==> src/rtl/wwd_pkg.sv <==
`timescale 1ns/1ps
package wwd_pkg;
  localparam int DATA_W  = 7;
  localparam int ADDR_W  = 2;
  localparam int SEL_W   = 3;
  localparam int RATIO_W = 2;

  localparam logic [ADDR_W-1:0] ADDR_CFG  = 2'd0;
  localparam logic [ADDR_W-1:0] ADDR_TMO  = 2'd1;
  localparam logic [ADDR_W-1:0] ADDR_FEED = 2'd2;
  localparam logic [ADDR_W-1:0] ADDR_STAT = 2'd3;

  localparam int CFG_SLOW_BIT  = 2;
  localparam int CFG_RST_BIT   = 3;
  localparam int TMO_SHORT_LSB = 4;
  localparam logic [1:0] EN_RUN = 2'd1;

  // control -> datapath strobes and next timing fields
  typedef struct packed {
    logic               run;
    logic               clear;
    logic               slow;
    logic [SEL_W-1:0]   shortSel;
    logic [RATIO_W-1:0] ratio;
  } dpCmd_t;

  // datapath -> control status
  typedef struct packed {
    logic pastShort;
    logic longHit;
    logic slowAct;
  } dpStat_t;
endpackage

==> src/rtl/wwd_dp.sv <==
`timescale 1ns/1ps
module wwd_dp import wwd_pkg::*; #(
  parameter int PRESCALE = 4
) (
  input  logic    clk,
  input  logic    rstN,
  input  dpCmd_t  cmd,
  output dpStat_t stat
);
  localparam int PW        = (PRESCALE > 1) ? $clog2(PRESCALE) : 1;
  localparam int MAX_SHIFT = (1 << SEL_W) - 1 + (1 << RATIO_W);
  localparam int EW        = MAX_SHIFT + 1;
  localparam int SH_W      = $clog2(MAX_SHIFT + 1);

  logic [PW-1:0]      preCnt;
  logic [EW-1:0]      elapsed;
  logic [SEL_W-1:0]   actShort;
  logic [RATIO_W-1:0] actRatio;
  logic               actSlow;
  logic               tick;
  logic [SH_W-1:0]    longShift;
  logic [EW-1:0]      shortTicks;
  logic [EW-1:0]      longTicks;

  always_comb begin
    tick       = (preCnt == PW'(PRESCALE - 1));
    longShift  = SH_W'(actShort) + SH_W'(actRatio) + SH_W'(1);
    shortTicks = EW'(1) << actShort;
    longTicks  = EW'(1) << longShift;
    stat.pastShort = (elapsed >= shortTicks);
    stat.longHit   = tick && (elapsed == longTicks - EW'(1));
    stat.slowAct   = actSlow;
  end

  always_ff @(posedge clk) begin
    if (!rstN) begin
      preCnt   <= '0;
      elapsed  <= '0;
      actShort <= '0;
      actRatio <= '0;
      actSlow  <= 1'b0;
    end else if (!cmd.run || cmd.clear) begin
      preCnt   <= '0;
      elapsed  <= '0;
      actShort <= cmd.shortSel;
      actRatio <= cmd.ratio;
      actSlow  <= cmd.slow;
    end else begin
      preCnt <= tick ? '0 : preCnt + PW'(1);
      if (tick) elapsed <= elapsed + EW'(1);
    end
  end


  elapsed_bound_chk: assert property (@(posedge clk) disable iff (!rstN)
    cmd.run |-> (elapsed < longTicks));


  params_hold_chk: assert property (@(posedge clk) disable iff (!rstN)
    (cmd.run && !cmd.clear) |=> $stable({actShort, actRatio, actSlow}));
endmodule

==> src/rtl/wwd_ctrl.sv <==
`timescale 1ns/1ps
module wwd_ctrl import wwd_pkg::*; (
  input  logic              clk,
  input  logic              rstN,
  input  logic              wrEn,
  input  logic [ADDR_W-1:0] wrAddr,
  input  logic [DATA_W-1:0] wrData,
  input  dpStat_t           stat,
  output dpCmd_t            cmd,
  output logic              rstPulse,
  output logic              irqFlag
);
  logic [1:0]         cfgEn;
  logic               cfgSlow;
  logic               cfgRst;
  logic [SEL_W-1:0]   tmoShort;
  logic [RATIO_W-1:0] tmoRatio;
  logic wrCfg, wrTmo, feedReq, clrReq;
  logic running, feedOk, earlyFeed, longFault, fault;

  always_comb begin
    wrCfg   = wrEn && (wrAddr == ADDR_CFG);
    wrTmo   = wrEn && (wrAddr == ADDR_TMO);
    feedReq = wrEn && (wrAddr == ADDR_FEED) && wrData[0];
    clrReq  = wrEn && (wrAddr == ADDR_STAT) && wrData[0];
    running = (cfgEn == EN_RUN);
    feedOk    = running && feedReq && (stat.slowAct || stat.pastShort);
    earlyFeed = running && feedReq && !stat.slowAct && !stat.pastShort;
    longFault = running && stat.longHit && !feedOk;
    fault     = earlyFeed || longFault;
    cmd.run      = running;
    cmd.clear    = feedOk || fault;
    cmd.slow     = wrCfg ? wrData[CFG_SLOW_BIT] : cfgSlow;
    cmd.shortSel = wrTmo ? wrData[TMO_SHORT_LSB +: SEL_W] : tmoShort;
    cmd.ratio    = wrTmo ? wrData[RATIO_W-1:0] : tmoRatio;
  end

  always_ff @(posedge clk) begin
    if (!rstN) begin
      cfgEn    <= '0;
      cfgSlow  <= 1'b0;
      cfgRst   <= 1'b0;
      tmoShort <= '0;
      tmoRatio <= '0;
      rstPulse <= 1'b0;
      irqFlag  <= 1'b0;
    end else begin
      if (wrCfg) begin
        cfgEn   <= wrData[1:0];
        cfgSlow <= wrData[CFG_SLOW_BIT];
        cfgRst  <= wrData[CFG_RST_BIT];
      end
      if (wrTmo) begin
        tmoShort <= wrData[TMO_SHORT_LSB +: SEL_W];
        tmoRatio <= wrData[RATIO_W-1:0];
      end
      rstPulse <= fault && cfgRst;
      irqFlag  <= (fault && !cfgRst) || (irqFlag && !clrReq);
    end
  end


  idle_quiet_chk: assert property (@(posedge clk) disable iff (!rstN)
    (!running && !irqFlag) |=> (!rstPulse && !irqFlag));


  irq_sticky_chk: assert property (@(posedge clk) disable iff (!rstN)
    (irqFlag && !clrReq) |=> irqFlag);


  rst_action_chk: assert property (@(posedge clk) disable iff (!rstN)
    rstPulse |-> $past(cfgRst));


  early_fault_chk: assert property (@(posedge clk) disable iff (!rstN)
    (running && feedReq && !stat.slowAct && !stat.pastShort) |=> (rstPulse || irqFlag));
endmodule

==> src/rtl/window_watchdog.sv <==
`timescale 1ns/1ps
module window_watchdog #(
  parameter int PRESCALE = 4
) (
  input  logic       clk,
  input  logic       rstN,
  input  logic       wrEn,
  input  logic [1:0] wrAddr,
  input  logic [6:0] wrData,
  output logic       rstPulse,
  output logic       irqFlag
);
  wwd_pkg::dpCmd_t  cmd;
  wwd_pkg::dpStat_t stat;

  wwd_ctrl u_ctrl (
    .clk(clk), .rstN(rstN), .wrEn(wrEn), .wrAddr(wrAddr), .wrData(wrData),
    .stat(stat), .cmd(cmd), .rstPulse(rstPulse), .irqFlag(irqFlag)
  );

  wwd_dp #(.PRESCALE(PRESCALE)) u_dp (
    .clk(clk), .rstN(rstN), .cmd(cmd), .stat(stat)
  );
endmodule

==> config.mk <==
export PLATFORM = sky130hd
export DESIGN_NAME = window_watchdog
export DESIGN_NICKNAME = d
export VERILOG_FILES = /design/src/rtl/wwd_pkg.sv /design/src/rtl/wwd_dp.sv /design/src/rtl/wwd_ctrl.sv /design/src/rtl/window_watchdog.sv
export SDC_FILE = /design/constraint.sdc
export NUM_CORES = 1
export LEC_CHECK = 0
export BUFFER_PORTS_ARGS = -buffer_cell sky130_fd_sc_hd__buf_2
export CAP_MARGIN = 25
export CORE_UTILIZATION = 55
export CTS_BUF_LIST = sky130_fd_sc_hd__clkbuf_16
export DETAILED_ROUTE_END_ITERATION = 8
export PLACE_DENSITY = 0.85
export SLEW_MARGIN = 20
export SYNTH_ARGS = -nofsm -noshare
export SYNTH_HDL_FRONTEND = slang
export SYNTH_SLANG_ARGS = --single-unit
==> constraint.sdc <==
create_clock -name clk -period 4.9 [get_ports clk]
set_input_delay 0.49 -clock clk [delete_from_list [all_inputs] [get_ports clk]]
set_output_delay 0.49 -clock clk [all_outputs]
set_load 0.1 [all_outputs]
==> reports/results.ini, run 1 <==
[status]
status=finished, final reports clean

[floorplanning]
core_mm2=0.003716
die_area_mm2=0.004193
initial_utilization=0.5828
row_count=22
ios=14
dieWidth_um=64.75
die_y_um=64.75

[global_routing]
gr-usage-met1=0.3125
grt_busiest_layer=met2
grt_pass1_vias=1734
grt.met3_usage=0.04754
grt_max_degree=23
globalRouteOverflowTotal=0
grt_pass1_wl_um=7997
met2_usage=0.4180
antenna_found_initial=0
grt_usage=0.2481

[clock_network]
cts_max_level=2
clkSinkCount=31
cts_tree=built
hold_buffers=0
cts_resized=0
cts_buffer_depth=2
insertion_delay_ps=270
cts_root_buffer=clkbuf_16
cts_buffers=5
post_cts_buffers=0
clkTransAtPathRegs_ps=50

[finish]
final_cell_mix=dfxtp_1, nor2_1, xnor2_1
fillers=310
postLayoutCellArea_mm2=0.002369
multi_input_area_mm2=0.001455
nets=282
final_cells=305
drive_gt1_frac=0.1167
mostFrequentLayoutCell=dfxtp_1
n_antenna_cell=0
final_util=0.6374
seqCellArea_um2=620.6
area_growth_pct=9.359

[routing]
drt_iter0_drc=152
num_vias=1793
ant_nets=0
wl_per_cell_um=15.48
via_per_inst=5.879
wl_um=4721
first_pass_iters=4
drc=0

[timing]
fin_hold_ws_ps=427.6
slew_viol_final=0
tns_ps=0
post-route-period-util=0.8418
post-route-min-period_ps=4125
fmax_ghz=0.2424
hold_viol=0
rsz0062_at_grt=false
worst_pin_slew_ps=741.8
setup_viol=0
fin_skew_ps=3.780
timing.slew.headroom=0.5048

[flow_run]
cap_violations=0

[placed_design]
placed_cell_area_mm2=0.002231
dpl.cell_count=297
portBuffers=13
gp_congestion=0.9541
dp_hpwl_um=3422

[pwr]
seq_power_share=0.403
switching_share=0.2580
switchingPower_uw=167.5
combPwrFrac=0.155
power.density_mw_per_mm2=274.1
ir_worst_vdd_v=0.0001268
clkPwrFrac=0.442
internal-power_uw=481.7
power_leakage_uw=0.0008764

[worst_setup_path]
cp.required_ps=5060
cp-end-kind=register
worstReg2RegStart=u_dp.actShort[0]
rr_endpoint=u_dp.actRatio[0]
crit_path_end=u_dp.actRatio[0]
critPathKind=reg -> reg
r2r_slack_ps=780
r2r_cells=14
critPathLaunch=u_dp.actShort[0]
cp_max_fo=16
start_kind=register
crit_arrival_ps=4280

[synth]
ys.flop_type=dfxtp_1
synth_edf_count=0
synth.avg_cell_area_um2=8.733
ys_warn_count=0
synth_async_sr_flop_share=0
synth_seq_cells=31
synth_nets=274
yosys.area.top_type=dfxtp_1
synth_area_leaders=dfxtp_1, ha_1, xnor2_1, nor2_1, mux2i_1
synth-seq-area-share=0.2865
synth.top_cell.area_share=0.2865
synth_cells=248
synth.distinct_cells=57
synthesis.area_mm2=0.002166

[hold_path]
hold_class=reg -> reg
hold_depth=1
min-delay-start=u_dp.preCnt[0]

## cell families (layout without fill, tap and decap cells)
| group | count (synthesis) | in the layout | share of synthesized area |
|---|---|---|---|
| flip-flops | 31 | 31 | 0.2865 |
| XOR/XNOR | 21 | 21 | 0.08492 |
| AO/OA/AOI/OAI | 34 | 34 | 0.1363 |
| buffers and inverters | 20 | 29 | 0.04160 |
| adder cells (fa/ha/maj) | 14 | 14 | 0.08435 |
| multiplexers | 14 | 14 | 0.06701 |
| AND/OR/NAND/NOR | 114 | 114 | 0.2993 |
## power by group through the flow
stage	logic [uW]	registers [uW]	clock network, uW
2_1_floorplan	78.9	264	0
3_3_place_gp	93.5	266	0
3_5_place_dp	97.8	266	0
4_1_cts	99.6	261	290
5_1_grt	111	262	301
6_report	101	262	287
## flip-flops by register name, summed over array words and instances (netlist names)
name,cells
u_ctrl.tmoShort,3
u_ctrl.rstPulse,1
u_dp.elapsed,12
u_ctrl.cfgEn,2
u_ctrl.cfgSlow,1
u_ctrl.cfgRst,1
u_dp.preCnt,2
u_dp.actRatio,2
u_ctrl.irqFlag,1
u_dp.actSlow,1
u_ctrl.tmoRatio,2
u_dp.actShort,3
## worst max-delay path: stages, from the launching register on
cell	delay, ps
dfxtp_1	400
inv_1	120
ha_1	240
fa_1	620
nand2b_4	270
o31ai_4	280
nand3_1	130
ha_1	370
a2111oi_0	340
a41oi_1	110
xnor2_1	210
nor3_2	270
nand4_4	170
nand2_4	150
mux2_1	320
## Yosys cell counts, drive strengths merged (2+ instances only)
master   number
nand2b        7
clkbuf        5
xnor2        14
a31oi         3
and2          5
nand2        14
o21ai         2
a21oi         4
nor3b         5
or3           3
a211o         2
a41oi         2
nor2b        13
a2111oi       2
o31ai         2
a21o          3
nor4          2
nand4b        2
dfxtp        31
mux2i        10
a21bo         2
ha           13
nor3          7
inv           8
nor2         30
o2111ai       2
nand3         9
xor2          7
nand3b        2
nand4        10
mux2          4
buf           7
and3          2
## worst min path at each step
stage	slack [ps]	end
2_1_floorplan	400	u_dp.preCnt[0]
5_1_grt	440	u_dp.preCnt[0]
6_report	430	u_dp.preCnt[0]
3_3_place_gp	420	u_dp.preCnt[0]
3_5_place_dp	420	u_dp.preCnt[0]
4_1_cts	430	u_dp.preCnt[0]
## per-layer routing
| metal | up-vias | part of all wire |
|---|---|---|
| met5 | - | 0 |
| met4 | 0 | 0.011 |
| met3 | 6 | 0.030 |
| met2 | 33 | 0.50 |
| met1 | 859 | 0.46 |
| li1 | 895 | - |
## per-stage QoR
stage	power, uW	worst slack, ps
finish	649.3	775.1
detailed placement	364.2	857.2
CTS	650.6	813.2
global route	673.5	555.0
global placement	359.5	1022
floorplan	343.2	1379
## final cells by class
class                           instances  share of cell area
Tap cell                               48             0.02536
Clock inverter                          3            0.005283
Inverter                                8             0.01268
Multi-Input combinational cell        197              0.6144
Clock buffer                            5             0.05283
Timing Repair Buffer                   13             0.02747
Sequential cell                        31              0.2620
(Power assumes the default switching activity.)
==> run 2, diff against run 1 <==
clock period = 3.85 ns   (was 4.9 ns; I/O delays follow)
==> reports/results.ini, run 2 (same netlist as run 1, synthesis figures left out) <==
[status]
status=finished, final reports clean

[floorplanning]
ios=14
core_mm2=0.003716
die_area_mm2=0.004193
initial_utilization=0.5828
dieWidth_um=64.75
row_count=22
die_y_um=64.75

[timing]
post-route-period-util=0.9713
timing.slew.headroom=0.4636
slew_viol_final=0
worst_pin_slew_ps=802.9
post-route-min-period_ps=3740
hold_viol=0
fin_skew_ps=2.259
tns_ps=0
fmax_ghz=0.2674
setup_viol=0

[flow_run]
cap_violations=0

[placed_design]
portBuffers=13
gp_congestion=0.9795
dp_hpwl_um=3332

[worst_setup_path]
critPathLaunch=u_dp.actShort[0]
cp-end-kind=register
cpPeakStageDelay_ps=420
crit_buf_inv=1
crit_family=adder cells
start_kind=register
r2r_cells=14
crit_path_top_delay_cell=a2111oi_1
path_depth=14
rr_endpoint=u_dp.actRatio[0]
cp.required_ps=4010
crit_arrival_ps=3900
path_cells=inv_1, ha_1, fa_1, nand2b_4, o31ai_4, nand3_1, ha_2, a2111oi_1, a41oi_1, xnor2_2, nor3_2, nand4_4, nand2_4, mux2_1
crit_path_end=u_dp.actRatio[0]
r2r_slack_ps=110
cp_max_fo=9
critPathKind=reg -> reg
worstReg2RegStart=u_dp.actShort[0]

[finish]
largest_reg_flops=12
final_cell_mix=nor2_1, dfxtp_1, nand2_1, xnor2_1, buf_2
fillers=298
nets=284
final_util=0.6488
drive_gt1_frac=0.1467
top_register=u_dp.elapsed
reg.largest.list=u_dp.elapsed x12, u_ctrl.tmoShort x3, u_dp.actShort x3
area_growth_pct=11.32
n_antenna_cell=0

[clock_network]
insertion_delay_ps=280
cts_root_buffer=clkbuf_16
cts_buffers=5
hold_buffers=0
cts_buffer_depth=2
clkTransAtPathRegs_ps=50
cts_tree=built
clkSinkCount=31
cts_max_level=2

[routing]
first_pass_iters=4
ant_nets=0
num_vias=1821
wl_per_cell_um=15.04
drt_iter0_drc=187
wl_um=4618
via_per_inst=5.932
drc=0

[global_routing]
grt_pass1_vias=1723
grt_max_degree=23
grt_usage=0.2426
grt_pass1_wl_um=7872
antenna_found_initial=0
globalRouteOverflowTotal=0

[pwr]
power.density_mw_per_mm2=351.5
power_leakage_uw=0.0008863
ir_worst_vdd_v=0.0001983

[hold_path]
hold_class=in -> reg

-- run 2: cell types whose count changed in the layout (fill, tap and decap cells not counted), sizes merged --
cell | previous run | this run
clkinvlp | 0 | 2
inv | 10 | 8
buf | 13 | 15
-- run 2: metal layers --
metal	track usage	wire length (um)	vias to the layer above
met5	0	0	-
met4	0.1222	163	0
met3	0.04225	201	17
met2	0.3971	2149	58
met1	0.3030	2103	839
li1	-	-	907
-- run 2: worst min path at each step --
| stage | endpoint | cells after the start | startpoint |
|---|---|---|---|
| after floorplan | u_dp.preCnt[0] | 1 | u_dp.preCnt[0] |
| after CTS | u_ctrl.cfgRst | 3 | wrData[3] |
| after global routing | u_ctrl.cfgEn[1] | 3 | wrData[1] |
| final | u_ctrl.cfgRst | 3 | wrData[3] |
| after global placement | u_dp.preCnt[0] | 1 | u_dp.preCnt[0] |
| after detailed placement | u_dp.preCnt[0] | 1 | u_dp.preCnt[0] |
-- run 2: area by class of cell --
class                   instances  area [um2]  share of cell area
clock buffers                   5       125.1             0.05189
clock inverters                 3       20.02            0.008303
inverters                       8       30.03             0.01245
multi-input cells             197        1474              0.6113
flip-flops and latches         31       621.8              0.2579
well taps                      48       60.06             0.02491
repair buffers                 15       80.08             0.03321
-- run 2: worst register-to-register path: cells and delay by family (launching register included) --
kind | cells | cell delay (ps)
simple gates | 5 | 890
xor+xnor | 1 | 200
compound gates | 3 | 850
buf+inv | 1 | 100
flops | 1 | 360
fa+ha+maj | 3 | 910
mux | 1 | 330
-- run 2: repair_timing --
item | 4_1_cts | 5_1_grt
setup endpoints to repair | 0 | 21
setup buffers | 0 | 0
resized for setup | 0 | 5
-- run 2: report_power, final --
part / total (uW) / internal [uW] / switching (uW) / leakage, uW
clock: 382 / 238 / 144 / 0.0000658
combinational: 134 / 57.6 / 76.3 / 0.000569
sequential: 332 / 327 / 5.25 / 0.000251
total: 848 / 622 / 226 / 0.000886
-- run 2: through the flow --
step                worst slack, ps  std cells  hold slack (ps)  power (uW)  area (um2)
floorplan                     329.0        248            404.3       436.8        2166
global placement              304.9        299            416.7       459.4        2246
detailed placement            97.46        299            420.3       463.6        2246
CTS                           51.78        307            398.0       841.5        2391
global route                 -105.6        307            415.6       875.8        2411
finish                        110.4        307            394.9       847.6        2411
